<file path="src/rtl/intr_poll_pkg.sv">
`timescale 1ns/1ps
package intr_poll_pkg;

  // Strobes the control half hands to the datapath each cycle.
  typedef struct packed {
    logic sample;    // poll point in this cycle
    logic boundary;  // last cycle of the instruction
    logic flagLoad;  // write the interrupt-disable flag
    logic flagNow;   // write also governs inhibit in this cycle
    logic flagVal;   // value to write
    logic nmiClear;  // non-maskable request acknowledged
  } pollStrobes_t;

endpackage

</file>
<file path="src/rtl/intr_poll_dp.sv">
`timescale 1ns/1ps
module intr_poll_dp
  import intr_poll_pkg::*;
#(
  parameter bit RESET_IFLAG = 1'b1
) (
  input  logic         clk,
  input  logic         rstN,
  input  logic         nmiN,
  input  logic         irqN,
  input  pollStrobes_t strb,
  output logic         nmiReq,
  output logic         irqReq,
  output logic         iFlag
);

  logic nmiPrev;
  logic nmiPend;
  logic iFlagR;
  logic inhibitR;
  logic nmiFall;
  logic effInhibit;

  // Previous line level, sampled every clock (reset or not) so that an
  // edge is judged against the real prior level.
  always_ff @(posedge clk) begin
    nmiPrev <= nmiN;
  end

  assign nmiFall    = nmiPrev & ~nmiN;
  assign effInhibit = (strb.flagLoad & strb.flagNow) ? strb.flagVal : inhibitR;
  assign irqReq     = ~irqN & ~effInhibit;
  assign nmiReq     = nmiPend;
  assign iFlag      = iFlagR;

  always_ff @(posedge clk) begin
    if (!rstN) begin
      nmiPend  <= 1'b0;
      iFlagR   <= RESET_IFLAG;
      inhibitR <= RESET_IFLAG;
    end else begin
      // a fresh edge wins over an acknowledge in the same cycle
      nmiPend <= nmiFall | (nmiPend & ~strb.nmiClear);
      if (strb.flagLoad) begin
        iFlagR <= strb.flagVal;
      end
      // inhibit trails the visible flag by one cycle unless written now
      if (strb.flagLoad & strb.flagNow) begin
        inhibitR <= strb.flagVal;
      end else begin
        inhibitR <= iFlagR;
      end
    end
  end

  p_nmi_edge_r2: assert property (@(posedge clk) disable iff (!rstN)
    (!nmiN && $past(nmiN)) |=> nmiPend);

  p_ack_clear_r10: assert property (@(posedge clk) disable iff (!rstN)
    (strb.nmiClear && !(!nmiN && $past(nmiN))) |=> !nmiPend);

  p_flag_load_r8: assert property (@(posedge clk) disable iff (!rstN)
    strb.flagLoad |=> (iFlag == $past(strb.flagVal)));

endmodule

</file>
<file path="src/rtl/intr_poll_ctrl.sv">
`timescale 1ns/1ps
module intr_poll_ctrl
  import intr_poll_pkg::*;
(
  input  logic         clk,
  input  logic         rstN,
  input  logic         pollCycle,
  input  logic         lastCycle,
  input  logic         flagWe,
  input  logic         flagImm,
  input  logic         flagData,
  input  logic         nmiAck,
  input  logic         nmiReq,
  input  logic         irqReq,
  output pollStrobes_t strb,
  output logic         takeIntr,
  output logic         takeIsNmi
);

  logic caughtNmi;
  logic caughtIrq;
  logic nmiHit;
  logic irqHit;

  always_comb begin
    strb          = '0;
    strb.sample   = pollCycle;
    strb.boundary = lastCycle;
    strb.flagLoad = flagWe;
    strb.flagNow  = flagImm;
    strb.flagVal  = flagData;
    strb.nmiClear = nmiAck;
  end

  assign nmiHit = caughtNmi | (strb.sample & nmiReq);
  assign irqHit = caughtIrq | (strb.sample & irqReq);

  always_ff @(posedge clk) begin
    if (!rstN) begin
      caughtNmi <= 1'b0;
      caughtIrq <= 1'b0;
      takeIntr  <= 1'b0;
      takeIsNmi <= 1'b0;
    end else if (strb.boundary) begin
      caughtNmi <= 1'b0;
      caughtIrq <= 1'b0;
      takeIntr  <= nmiHit | irqHit;
      takeIsNmi <= nmiHit;
    end else begin
      caughtNmi <= nmiHit;
      caughtIrq <= irqHit;
      takeIntr  <= 1'b0;
      takeIsNmi <= 1'b0;
    end
  end

  p_take_at_end_r4: assert property (@(posedge clk) disable iff (!rstN)
    takeIntr |-> $past(lastCycle));

  p_no_sample_r3: assert property (@(posedge clk) disable iff (!rstN)
    (lastCycle && !pollCycle && !caughtNmi && !caughtIrq) |=> !takeIntr);

  p_nmi_first_r6: assert property (@(posedge clk) disable iff (!rstN)
    (lastCycle && pollCycle && nmiReq) |=> (takeIntr && takeIsNmi));

  p_type_with_take_r6: assert property (@(posedge clk) disable iff (!rstN)
    takeIsNmi |-> takeIntr);

endmodule

</file>
<file path="src/rtl/intr_poll_unit.sv">
`timescale 1ns/1ps
module intr_poll_unit
  import intr_poll_pkg::*;
#(
  parameter bit RESET_IFLAG = 1'b1
) (
  input  logic clk,
  input  logic rstN,
  input  logic nmiN,
  input  logic irqN,
  input  logic pollCycle,
  input  logic lastCycle,
  input  logic flagWe,
  input  logic flagImm,
  input  logic flagData,
  input  logic nmiAck,
  output logic takeIntr,
  output logic takeIsNmi,
  output logic iFlag
);

  pollStrobes_t strb;
  logic         nmiReq;
  logic         irqReq;

  intr_poll_ctrl u_ctrl (
    .clk       (clk),
    .rstN      (rstN),
    .pollCycle (pollCycle),
    .lastCycle (lastCycle),
    .flagWe    (flagWe),
    .flagImm   (flagImm),
    .flagData  (flagData),
    .nmiAck    (nmiAck),
    .nmiReq    (nmiReq),
    .irqReq    (irqReq),
    .strb      (strb),
    .takeIntr  (takeIntr),
    .takeIsNmi (takeIsNmi)
  );

  intr_poll_dp #(
    .RESET_IFLAG (RESET_IFLAG)
  ) u_dp (
    .clk    (clk),
    .rstN   (rstN),
    .nmiN   (nmiN),
    .irqN   (irqN),
    .strb   (strb),
    .nmiReq (nmiReq),
    .irqReq (irqReq),
    .iFlag  (iFlag)
  );

endmodule

</file>
<file path="config.mk">
export PLATFORM = sky130hd
export DESIGN_NAME = intr_poll_unit
export DESIGN_NICKNAME = d
export VERILOG_FILES = /design/src/rtl/intr_poll_pkg.sv /design/src/rtl/intr_poll_dp.sv /design/src/rtl/intr_poll_ctrl.sv /design/src/rtl/intr_poll_unit.sv
export SDC_FILE = /design/constraint.sdc
export NUM_CORES = 1
export LEC_CHECK = 0
export CORE_AREA = 2 2 39 41
export DETAILED_ROUTE_END_ITERATION = 7
export DIE_AREA = 0 0 41 43
export PLACE_DENSITY = 0.57
export SYNTH_ARGS = -nofsm -noshare
export SYNTH_HDL_FRONTEND = slang
export SYNTH_SLANG_ARGS = --single-unit
export TNS_END_PERCENT = 1
</file>
<file path="constraint.sdc">
create_clock -name clk -period 2 [get_ports clk]
set_input_delay 0.2 -clock clk [delete_from_list [all_inputs] [get_ports clk]]
set_output_delay 0.2 -clock clk [all_outputs]
set_load 0.02 [all_outputs]
</file>
==> summary.md, run 1 <==
| Metric | Value |
|---|---|
| M2 GR Usage | `between 10% and 20%` |
| Sum Neg Setup Slack | `0 ns` |
| Placer Congestion | `0.630` |
| Post-synthesis cell count | `30` |
| CP Class | `reg2out` |
| Slowest cell on crit path | `clkdlybuf4s50_1` |
| Max FO, Critical Path | `3` |
| Startpoint types | `flop` |
| Status | `finished, final reports clean` |
| Netlist cell types | `16` |
| Final WS setup | `between 0.6 and 0.7 ns` |
| Critical Path Max Stage Delay | `approximately 0.61 ns` |
| Setup Buffers After CTS | `0` |
| Final setup violation count | `0` |
| Vias in the first global route | `~250` |
| Leading post-synthesis cells by cell area | `dfxtp_1 (55%), inv_1 (5.2%), nand2_1 (3.9%), o2111a_1 (3.9%), a21oi_1 (3.5%)` |
| Tcrit/Tclk final | `between 60 and 70%` |
| Max transition margin | `84.3%` |
| Worst skew pair latency | `roughly 0.25 ns` |
| PortBufs | `12` |
| H-tree Lvls | `1` |
| Largest net degree at the start of global routing | `8` |
| Family with the most delay on the worst path | `buffers and inverters` |
| Final Skew | `0.000151 ns` |
| Slew @ Worst Pin | `0.235 ns` |
| Hold/Removal Path Class | `in2reg` |
| Syn_area_per_cell | `9.63 um^2` |
| Max Buffers Root-to-Sink | `2` |
| FF+latch count, synth | `8` |
| DRC Markers | `0` |
| Gr usage total | `roughly 8.8%` |
| RSZ-0062 raised after global routing | `false` |
| Die Ht | `about 43 um` |
| Core area | `about 1400 um^2` |
| Ant. Diodes | `0` |
| Mapped cell area | `just under 300 um^2` |
| Hold Buf Count CTS | `0` |
| Minimum clock period | `1.40 ns` |
| Drt first pass iters | `2` |
| Wire per inst | `roughly 9.6 um` |
| First-pass GRT wire length | `966 um` |
| FP Rows | `14` |
| Num CTS Buffers | `3` |
| WP data arrival | `approximately 1.2 ns` |
| # IOs | `13` |
| Area Growth Syn to Fin | `56.3%` |
| Cells along the critical path | `clkdlybuf4s50_1` |
| Peak supply drop | `0.000231 V` |
| Sequential-to-total area share from yosys stat | `55.4%` |
| CTS Root Cell | `clkbuf_4` |
| Hold Vio Cnt, Final | `0` |
| Synth top area share | `roughly 55%` |
| Fmax | `approximately 720 MHz` |
| Clk slew on worst S/H paths | `about 0.050 ns` |
| Final ANT Viol Nets | `0` |
| CTS sink cnt | `8` |
| Die Width | `between 40 and 50 um` |
| Met1 track demand over resource | `about a tenth` |
| TritonCTS clock tree | `built` |
| Met3 Usage GRT | `approximately 4.7%` |
| Most common cell after layout, fill and taps aside | `clkdlybuf4s50_1` |
| Final HPWL DP | `458 um` |
| Static leakage | `approximately 0.19 nW` |
| Commonest non-fill, non-tap cells in the layout | `clkdlybuf4s50_1 (12), dfxtp_1 (8), inv_1 (4), nand2_1 (3), clkbuf_4 (3)` |
| Vias per inst | `approximately 4.2` |
| Max-slew violation count | `0` |
| Ys Warns | `0` |
| Worst EP required | `approximately 1.8 ns` |
| Initial antenna violation count | `0` |
| Number of gates resized after cts | `0` |
| Max cap viols | `0` |
| Synth area leader | `dfxtp_1` |
| Share of layout cells above drive strength 1 | `11.1%` |
| Iter 0 DRT Violations | `5` |
| Starting Density | `20.9%` |
| Overflow after GRT | `0` |
| GRT Max-Usage Layer | `met2` |
| Fin nets | `57` |
| DIE AREA | `1760 um^2` |
| Vias after detailed routing | `~250` |
| Crit. End Element | `output port` |
| Hold WS | `between 0.4 and 0.5 ns` |
| Final wirelength | `584 um` |
| Syn_nets | `40` |
| Pre-CTS WS | `around 0.74 ns` |
| Pwr Density | `about 740 nW/um^2` |
| Critical path buffer and inverter count | `1` |
-- per-stage QoR --
stage | util (%) | instance area, um^2 | power, mW | cells
3_3_place_gp | 31.0 | 429 | 0.217 | 58
5_1_grt | 32.6 | 452 | 0.355 | 61
4_1_cts | 32.6 | 452 | 0.339 | 61
3_5_place_dp | 31.0 | 429 | 0.217 | 58
6_report | 32.6 | 452 | 0.334 | 61
2_1_floorplan | - | 289 | 0.188 | 30
-- layer usage --
layer | routed length [um] | vias to the layer above | share of wire, %
li1 | - | 136 | -
met1 | 266 | 107 | 46
met2 | 260 | 9 | 45
met3 | 40 | 2 | 6.8
met4 | 16 | 0 | 2.7
met5 | 0 | - | 0
-- synth_stat cells --
cell type  count
nor3b_1        1
nand4_1        1
dfxtp_1        8
nor2_1         1
a21oi_2        1
nand2_2        1
inv_1          4
a41o_1         1
o2111a_1       1
and2_1         1
mux2i_1        1
nand2_1        3
nand2b_1       1
o22ai_1        1
nand3_1        2
a21oi_1        2
-- flip-flops by register name, summed over array words and instances (netlist names) --
| signal | cells |
|---|---|
| u_ctrl.takeIsNmi | 1 |
| u_dp.nmiPrev | 1 |
| u_ctrl.takeIntr | 1 |
| u_ctrl.caughtNmi | 1 |
| u_dp.nmiReq | 1 |
| u_ctrl.caughtIrq | 1 |
| u_dp.inhibitR | 1 |
| u_dp.iFlag | 1 |
-- logic make-up after synthesis --
logic type      after synthesis  share of synthesized area (%)
compound gates                6                           16.0
buf+inv                       4                           5.19
flops                         8                           55.4
mux                           1                           3.46
simple gates                 11                           19.9
-- where the power goes --
| group | switching, mW | total (mW) | internal [mW] | leakage [nW] |
|---|---|---|---|---|
| Clock | 0.0514 | 0.120 | 0.0684 | 0.0138 |
| Combinational | 0.0180 | 0.0448 | 0.0267 | 0.107 |
| Sequential | 0.00278 | 0.169 | 0.166 | 0.0657 |
| Total | 0.0722 | 0.334 | 0.261 | 0.187 |
-- cell type report --
cell class / instances / area [um^2]
flip-flops and latches: 8 / 160
well taps: 16 / 20.0
fillers: 147 / 932
inverters: 4 / 15.0
clock buffers: 3 / 22.5
multi-input cells: 18 / 114
repair buffers: 12 / 120
-- path summary, 6_finish.rpt --
path                     from              end  slack [ns]  cells after the start
hold reg to reg    u_dp.iFlag    u_dp.inhibitR        0.49                      2
setup / recovery   u_dp.iFlag            iFlag        0.60                      1
setup reg to reg  u_dp.nmiReq  u_ctrl.takeIntr        1.07                      3
hold / removal           nmiN     u_dp.nmiPrev        0.43                      1
(Power assumes the default switching activity.)
==> run 2: changes to the inputs <==
- clock period: 2 -> 1.4 ns (I/O delays scaled with it)
==> summary.md, run 2 (synthesis gave the netlist of run 1 again) <==
| Metric | Value |
|---|---|
| Ant. Diodes | `0` |
| Num CTS Buffers | `3` |
| Worst EP required | `1.26 ns` |
| Worst reg2reg startpoint | `u_dp.nmiReq` |
| # IOs | `13` |
| R2r endpoint | `u_ctrl.takeIntr` |
| Hold Path Origin | `nmiN` |
| DP Cell Count | `58` |
| Clk slew on worst S/H paths | `approximately 0.05 ns` |
| Area Growth Syn to Fin | `57.1%` |
| DRC Markers | `0` |
| Startpoint types | `flop` |
| FP Rows | `14` |
| TritonCTS clock tree | `built` |
| Fmax | `767 MHz` |
| Static leakage | `around 0.19 nW` |
| Max-slew violation count | `0` |
| Slowest cell on crit path | `clkdlybuf4s50_1` |
| DIE AREA | `about 1800 um^2` |
| Final Skew | `roughly 0.00015 ns` |
| Die Ht | `43 um` |
| Sum Neg Setup Slack | `0 ns` |
| Largest net degree at the start of global routing | `8` |
| Vias after detailed routing | `around 250` |
| Max FO, Critical Path | `1` |
| Reg2reg setup slack | `between 0.4 and 0.5 ns` |
| Fin nets | `57` |
| Critical Path Max Stage Delay | `0.60 ns` |
| RSZ-0062 raised after global routing | `false` |
| Most common cell after layout, fill and taps aside | `clkdlybuf4s50_1` |
| Minimum clock period | `1.30 ns` |
| Overflow after GRT | `0` |
| Pwr Density | `1050 nW/um^2` |
| H-tree Lvls | `1` |
| Family with the most delay on the worst path | `buffers and inverters` |
| Drt first pass iters | `2` |
| Iter 0 DRT Violations | `5` |
| Post-route cell area | `454 um^2` |
| Worst Hold End | `u_dp.nmiPrev` |
| Commonest non-fill, non-tap cells in the layout | `clkdlybuf4s50_1 (11), dfxtp_1 (8), inv_1 (4), nand2_1 (3), clkbuf_4 (3)` |
| Slew @ Worst Pin | `0.235 ns` |
| Reg2reg path depth | `3` |
| Layout Cells excl Fill | `61` |
| Post-DP Area | `around 430 um^2` |
| Starting Density | `a little over a fifth` |
| Core area | `between 1000 and 1500 um^2` |
| Worst skew pair latency | `roughly 0.25 ns` |
| Cells along the critical path | `clkdlybuf4s50_1` |
| Hold Crit Depth | `1` |
| Gr usage total | `under 10%` |
| Final setup violation count | `0` |
| Peak supply drop | `0.000329 V` |
| Vias in the first global route | `between 200 and 300` |
| First-pass GRT wire length | `around 970 um` |
| Hold Vio Cnt, Final | `0` |
| Crit. End Element | `output port` |
| Hold Buf Count CTS | `0` |
| Hold/Removal Path Class | `in2reg` |
| WP data arrival | `between 1 and 1.5 ns` |
| Fill count | `~150` |
| Placer Congestion | `0.631` |
| Max transition margin | `a little over four fifths` |
| CTS Root Cell | `clkbuf_4` |
| Wire per inst | `around 9.6 um` |
| PortBufs | `12` |
| Max Buffers Root-to-Sink | `2` |
| Status | `finished, final reports clean` |
| Critical path buffer and inverter count | `1` |
| Total design power | `about 0.48 mW` |
| Tcrit/Tclk final | `slightly above 90%` |
| Final ANT Viol Nets | `0` |
| Max cap viols | `0` |
| Share of layout cells above drive strength 1 | `~11%` |
| Initial antenna violation count | `0` |
| CP Class | `reg2out` |
| Vias per inst | `4.16` |
| Final HPWL DP | `between 400 and 500 um` |
| Hold WS | `~0.37 ns` |
| CTS sink cnt | `8` |
| Die Width | `41 um` |
| Final wirelength | `roughly 590 um` |
## run 2: cell type report
| class | count | area (um^2) | area share [%] |
|---|---|---|---|
| clock buffers | 3 | 22.5 | 4.96 |
| inverters | 4 | 15.0 | 3.31 |
| multi-input cells | 18 | 114 | 25.1 |
| flip-flops and latches | 8 | 160 | 35.3 |
| well taps | 16 | 20.0 | 4.41 |
| repair buffers | 12 | 123 | 27.0 |
## run 2: repair_timing
action                     4_1_cts  5_1_grt
setup buffers                    0        0
gates resized for setup          0        1
hold endpoints to repair         0        0
setup endpoints to repair        0        1
## run 2: report_power, final
part,internal [mW],switching [mW],total (mW)
Combinational,0.0379,0.0258,0.0637
Sequential,0.238,0.00390,0.241
Clock,0.0977,0.0734,0.171
Total,0.373,0.103,0.476
## run 2: stage by stage
stage | util (%) | setup WS (ns)
global placement | 31.0 | 0.214
global route | 32.8 | 0.0545
detailed placement | 31.0 | 0.200
floorplan | - | 0.523
CTS | 32.6 | 0.0472
finish | 32.8 | 0.0962
## run 2: how the worst max path moves through the flow
stage                    start                to  slack, ns  depth (start not counted)
6_report       u_ctrl.takeIntr          takeIntr        0.1                          1
5_1_grt        u_ctrl.takeIntr          takeIntr       0.05                          1
4_1_cts             u_dp.iFlag             iFlag       0.05                          1
3_5_place_dp            flagWe   u_ctrl.takeIntr       0.20                          3
3_3_place_gp            flagWe  u_ctrl.caughtIrq       0.21                          4
2_1_floorplan      u_dp.nmiReq   u_ctrl.takeIntr       0.52                          3
## run 2: metal layers
layer	up-vias	wire (um)	GRT usage (%)
met5	-	0	0
met4	0	16	8.00
met3	2	42	4.71
met2	9	261	10.9
met1	107	266	10.0
li1	136	-	-
==> run 3: changes to the inputs <==
- ABC_CLOCK_PERIOD_IN_PS: not set -> 1400
==> results of run 3 <==
Same layout as run 2: the final DEF is identical, and so are final timing and power.
